### src/rtl/tao_pkg.sv
// Shared types for the transmit address overlay unit.
// Assumes a 4-bit mask selector and a 4-bit privilege index.
package tao_pkg;
    localparam int SEL_W  = 4;
    localparam int PRIV_W = 4;

    typedef struct packed {
        logic [PRIV_W-1:0] ovl_val;
        logic              ovl_en;
        logic [SEL_W-1:0]  mask_sel;
    } tao_cfg_t;
endpackage

### src/rtl/tao_cfg_reg.sv
// Configuration register: loads the selector, overlay enable and value on a strobe.
// Assumes write data packs the selector at [3:0], the enable at [4] and the value at [11:8].
module tao_cfg_reg
    import tao_pkg::*;
#(
    parameter int WD_W    = 12,
    parameter int RST_SEL = 11
) (
    input  logic            clk,
    input  logic            rst_n,
    input  logic            we,
    input  logic [WD_W-1:0] wdata,
    output tao_cfg_t        cfg
);
    localparam int VAL_LSB = 8;

    // Hold the configuration; reset selects the widest mask with no overlay.
    always_ff @(posedge clk) begin
        if (!rst_n) begin
            cfg.mask_sel <= SEL_W'(RST_SEL);
            cfg.ovl_en   <= 1'b0;
            cfg.ovl_val  <= '0;
        end else if (we) begin
            cfg.mask_sel <= wdata[SEL_W-1:0];
            cfg.ovl_en   <= wdata[SEL_W];
            cfg.ovl_val  <= wdata[VAL_LSB +: PRIV_W];
        end
    end
endmodule

### src/rtl/tao_mask_gen.sv
// Offset mask generator: keeps MIN_BITS + sel low bits, selector clamped to the window width.
// Assumes OFS_W >= MIN_BITS.
module tao_mask_gen #(
    parameter int OFS_W    = 28,
    parameter int MIN_BITS = 17,
    parameter int SEL_W    = 4
) (
    input  logic [SEL_W-1:0] sel,
    output logic [OFS_W-1:0] mask
);
    localparam int MAX_SEL = OFS_W - MIN_BITS;
    localparam int CNT_W   = $clog2(OFS_W + 1) + 1;

    logic [SEL_W-1:0] sel_c;
    logic [CNT_W-1:0] keep;

    // Clamp the selector and turn it into a count of kept bits.
    always_comb begin
        sel_c = (int'(sel) > MAX_SEL) ? SEL_W'(MAX_SEL) : sel;
        keep  = CNT_W'(MIN_BITS) + CNT_W'(sel_c);
    end

    for (genvar i = 0; i < OFS_W; i++) begin : g_bit
        assign mask[i] = (CNT_W'(i) < keep);
    end
endmodule

### src/rtl/tao_priv_sel.sv
// Privilege index selector: requester class code or a programmed override.
// Assumes the class codes are fixed by parameter.
module tao_priv_sel #(
    parameter int          PRIV_W     = 4,
    parameter logic [3:0]  CODE_CORE  = 4'hD,
    parameter logic [3:0]  CODE_OTHER = 4'hE
) (
    input  logic              is_core,
    input  logic              ovl_en,
    input  logic [PRIV_W-1:0] ovl_val,
    output logic [PRIV_W-1:0] priv
);
    // Pick the override when enabled, else the requester class code.
    always_comb begin
        if (ovl_en)       priv = ovl_val;
        else if (is_core) priv = PRIV_W'(CODE_CORE);
        else              priv = PRIV_W'(CODE_OTHER);
    end
endmodule

### src/rtl/tx_addr_overlay.sv
// Transmit address overlay: masks a local-window address and writes the privilege
// index into the top nibble. The path is combinational; only the configuration is registered.
// Assumes the window is selected by the top TAG_W address bits equal to WIN_TAG.
module tx_addr_overlay
    import tao_pkg::*;
#(
    parameter int         ADDR_W   = 32,
    parameter int         TAG_W    = 4,
    parameter logic [3:0] WIN_TAG  = 4'h4,
    parameter int         MIN_BITS = 17,
    parameter int         CFG_WD_W = 12
) (
    input  logic                clk,
    input  logic                rst_n,
    input  logic                cfg_we,
    input  logic [CFG_WD_W-1:0] cfg_wdata,
    input  logic [ADDR_W-1:0]   loc_addr,
    input  logic                req_is_core,
    output logic [ADDR_W-1:0]   tx_word,
    output logic                win_miss
);
    localparam int OFS_W   = ADDR_W - TAG_W;
    localparam int MAX_SEL = OFS_W - MIN_BITS;

    tao_cfg_t          cfg_q;
    logic [OFS_W-1:0]  ofs_mask;
    logic [TAG_W-1:0]  priv_idx;
    logic              win_hit;

    tao_cfg_reg #(.WD_W(CFG_WD_W), .RST_SEL(MAX_SEL)) u_cfg (
        .clk   (clk),
        .rst_n (rst_n),
        .we    (cfg_we),
        .wdata (cfg_wdata),
        .cfg   (cfg_q)
    );

    tao_mask_gen #(.OFS_W(OFS_W), .MIN_BITS(MIN_BITS), .SEL_W(SEL_W)) u_mask (
        .sel  (cfg_q.mask_sel),
        .mask (ofs_mask)
    );

    tao_priv_sel #(.PRIV_W(TAG_W)) u_priv (
        .is_core (req_is_core),
        .ovl_en  (cfg_q.ovl_en),
        .ovl_val (cfg_q.ovl_val),
        .priv    (priv_idx)
    );

    // Build the outgoing word, or zero it on a window miss.
    always_comb begin
        win_hit  = (loc_addr[ADDR_W-1:OFS_W] == TAG_W'(WIN_TAG));
        win_miss = !win_hit;
        tx_word  = win_hit ? {priv_idx, loc_addr[OFS_W-1:0] & ofs_mask} : '0;
    end
endmodule

### config.mk
export PLATFORM = sky130hd
export DESIGN_NAME = tx_addr_overlay
export DESIGN_NICKNAME = d
export VERILOG_FILES = /design/src/rtl/tao_pkg.sv /design/src/rtl/tao_cfg_reg.sv /design/src/rtl/tao_mask_gen.sv /design/src/rtl/tao_priv_sel.sv /design/src/rtl/tx_addr_overlay.sv
export SDC_FILE = /design/constraint.sdc
export NUM_CORES = 1
export LEC_CHECK = 0
export CORE_MARGIN = 10
export CORE_UTILIZATION = 27
export CTS_CLUSTER_DIAMETER = 150
export CTS_CLUSTER_SIZE = 24
export DETAILED_ROUTE_END_ITERATION = 12
export PLACE_DENSITY = 0.84
export SYNTH_ARGS = -nofsm -noshare
export SYNTH_HDL_FRONTEND = slang
export SYNTH_SLANG_ARGS = --single-unit
### constraint.sdc
create_clock -name clk -period 2.7 [get_ports clk]
set_clock_uncertainty 0.2 [all_clocks]
set_input_delay 0.405 -clock clk [delete_from_list [all_inputs] [get_ports clk]]
set_output_delay 0.405 -clock clk [all_outputs]
set_load 0.02 [all_outputs]
==> out/metrics.sh <==
SYNTH-SEQ-CELLS=9
NUMBER_OF_FLIP_FLOPS_UNDER_THE_LARGEST_REGISTER_NAME=9
POST_SYNTH_DESIGN_CELL_AREA_UM2=733
CTS.HTREE.LEVELS=1
POST-DP-HPWL_UM=3010
PLACE_CONGESTION=0.808
NUMBER_OF_GLOBAL_ROUTE_VIAS_BEFORE_REPAIR=1005
IO_PINS=81
CRIT_FANOUT=3
POST_SYNTH.CELL_AREA_AVG_UM2=8.06
PEAKVDDDROP_V=0.000237
TRITONCTS='done'
CRIT_TYPE='in2out'
FRACTION_OF_LAYOUT_CELLS_WITH_A_SIZE_SUFFIX_ABOVE_1=0.0988
ANTENNA_VIOLATING_NETS_REMAINING=0
DRV_CAP=0
WORST_SKEW_PAIR.LATE_LATENCY_NS=0.26
CRITICAL_PATH.MAX_STAGE_DELAY_NS=0.44
SETUP_TOTAL_NEGATIVE_SLACK_NS=0
WIRE_LENGTH_OF_THE_FIRST_GLOBAL_ROUTING_PASS_UM=5190
LAYOUT_COMMON_CELLS='45 x sky130_fd_sc_hd__clkdlybuf4s50_1, 27 x sky130_fd_sc_hd__dlygate4sd2_1, 18 x sky130_fd_sc_hd__and2_1'
LAYOUT.AREA.SEQ_UM2=180
KIND_OF_CAPTURE_POINT_OF_THE_WORST_SETUP_PATH='output port'
CPLARGESTDELAYFAMILY='buffers and inverters'
PERIOD_SHARE=0.976
FINALHOLDVIOLATIONS=0
CRITICAL_PATH_REQUIRED_NS=2.10
SYN2LAYOUT_AREA_GROWTH_PCT=111
CTS-BUFFERS-INSERTED=3
CRITPATHLAUNCHTYPE='primary input'
POSTCTSSETUPREPAIRBUFS=0
CP.ARRIVAL_NS=2.03
CP_CELL_SEQUENCE='clkdlybuf4s50_1, nor4b_4, inv_2, a311oi_2, and2_1, clkdlybuf4s15_1'
FILLER_CELL_COUNT=236
ANTENNA_FOUND_INITIAL=0
SYNTH_WARNINGS=0
HOLDCRITPATHCLASS='reg2reg'
CLOCK_TREE.ROOT_CELL='sky130_fd_sc_hd__clkbuf_4'
DETAILEDROUTE.FIRSTPASSITERATIONCOUNT=4
POST_SYNTH_INST_COUNT=91
GRT_UTIL_ALL_LAYERS=0.125
POWER_PER_CELL_AREA_mW_PER_MM2=260
TIMING.FINAL.CRIT_PERIOD_NS=2.64
YOSYSSEQAREASHARE=0.246
FP.DIEH_UM=72.1
MAX_FLOP_REGISTER='u_cfg.cfg'
DIE_W_UM=72.1
WORST_PATH_MAX_DELAY_CELL='sky130_fd_sc_hd__clkdlybuf4s50_1'
INITIALDRTVIOLATIONCOUNT=30
FLOORPLAN.INITIALDENSITY=0.288
POST_DRT_VIA_CELL_RATIO=4.67
IO_BUFFER_COUNT=77
SYN_NETS=141
OUTCOME='complete, no violations'
FP-ROW-COUNT=18
CTS.REPORTEDPATHS.CLKPINSLEW_NS=0.05
FINAL-SETUP-VIOL-COUNT=0
TIMING_WORST_SLEW_PIN_VALUE_NS=0.546
TIMING.FINAL.WS_SETUP_NS=0.0636
UNREPAIRED_SETUP_ENDPOINTS_AFTER_GLOBAL_ROUTING='no'
GRT_MAX_DEGREE=25
POST_DRT_WL_PER_CELL_UM=16.9
DRC_ERRORS=0
PLACE_WS_NS=-0.248
CTS.SINK_COUNT=9
DETAILED_ROUTE_VIA_COUNT=944
SLEW_VIOLATIONS=0
NET_TOTAL_IN_THE_FINAL_LAYOUT=223
TOTAL_CORE_AREA_MM2=0.00254
FINAL_COMMON_CELL='sky130_fd_sc_hd__clkdlybuf4s50_1'
SYNTH.LIB_CELLS_USED.DISTINCT=25
BUFFER_DEPTH_OF_THE_LONGEST_CLOCK_PATH=2
HOLD_BUFFERS=0
MULTIINPUTGATEAREA_UM2=519
FIN_UTIL=0.609
GRT_OVERFLOW=0
ROUTE.FINAL.WIRE_LENGTH_UM=3410
CRITICAL_PATH_BUF_INV_COUNT=3
RELSLEWSLACK=0.635
WHS_NS=0.318
ANTENNA_DIODE_INSTANCE_COUNT=0
TOTAL_LEAKAGE_POWER_nW=0.796
BIGGEST_REGS='u_cfg.cfg: 9 flops'
TIMING.FMAX_MHz=379
DIE_AREA_MM2=0.00520
==> metrics by stage <==
stage / power (mW) / std cells / area (um^2)
after floorplan: 0.209 / 91 / 733
after global placement: 0.302 / 198 / 1560
after detailed placement: 0.308 / 198 / 1560
after CTS: 0.405 / 202 / 1550
after global routing: 0.426 / 202 / 1550
final: 0.402 / 202 / 1550
==> kinds of logic (layout without fill, tap and decap cells) <==
logic type	after synthesis	after routing	share of synthesized area
AND/OR/NAND/NOR	43	43	0.362
AO/OA/AOI/OAI	16	16	0.164
buffers and inverters	11	92	0.0597
multiplexers	9	9	0.123
flip-flops	9	9	0.246
adder cells (fa/ha/maj)	2	2	0.0341
XOR/XNOR	1	1	0.0119
==> per-layer routing <==
layer	wire [um]	global-route usage	share of wire	up-vias
met1	1090	0.109	0.32	423
met5	0	0	0	-
li1	-	-	-	471
met2	1920	0.244	0.56	39
met4	116	0.0452	0.034	0
met3	276	0.0531	0.081	11
==> layout make-up <==
type,instances,share of cell area
clock buffer,4,0.0170
sequential,9,0.116
multi-input combinational,71,0.335
timing repair buffer,82,0.493
tap,30,0.0242
inverter,6,0.0145
==> tightest hold or removal path, delay by kind of cell, from the launching register on <==
| kind | cells | cell delay, ns |
|---|---|---|
| DFF | 1 | 0.32 |
| muxes | 1 | 0.07 |
| and+or+nand+nor | 1 | 0.09 |
==> path summary, 6_finish.rpt <==
check                    start            to  slack (ns)  cells after the start
setup reg to reg  u_cfg.cfg[3]  u_cfg.cfg[3]        1.80                      2
hold reg to reg   u_cfg.cfg[7]  u_cfg.cfg[7]        0.32                      2
setup / recovery  loc_addr[29]   tx_word[19]        0.06                      6
hold / removal    u_cfg.cfg[7]  u_cfg.cfg[7]        0.32                      2
==> cells in the mapped netlist, drive strengths merged <==
library cell  instances  area [um^2]
nor4b                 1         23.8
a21oi                 6         30.0
and2                 18          113
mux2i                 9         90.1
a311oi                1         15.0
dfxtp                 9          180
and3                  2         12.5
inv                   6         22.5
o21ai                 1         5.00
nand2                 5         18.8
ha                    2         25.0
nor2b                 9         56.3
o311a                 2         20.0
a21o                  2         15.0
nor2                  3         11.3
nor3                  2         10.0
buf                   2         10.0
a31oi                 1         6.26
o211a                 2         20.0
a31o                  1         8.76
clkbuf                3         11.3
and4b                 1         10.0
xnor2                 1         8.76
nand3                 2         10.0
==> what timing repair did <==
action / CTS / global route
endpoints found under the setup margin: 32 / 7
gates cloned: 0 / 0
gates resized for setup: 33 / 10
pin swaps: 0 / 0
==> power breakdown <==
group | internal, mW | switching, mW
logic | 0.0947 | 0.0585
clock network | 0.0568 | 0.0444
registers | 0.141 | 0.00698
total | 0.292 | 0.110
(Power assumes the default switching activity.)
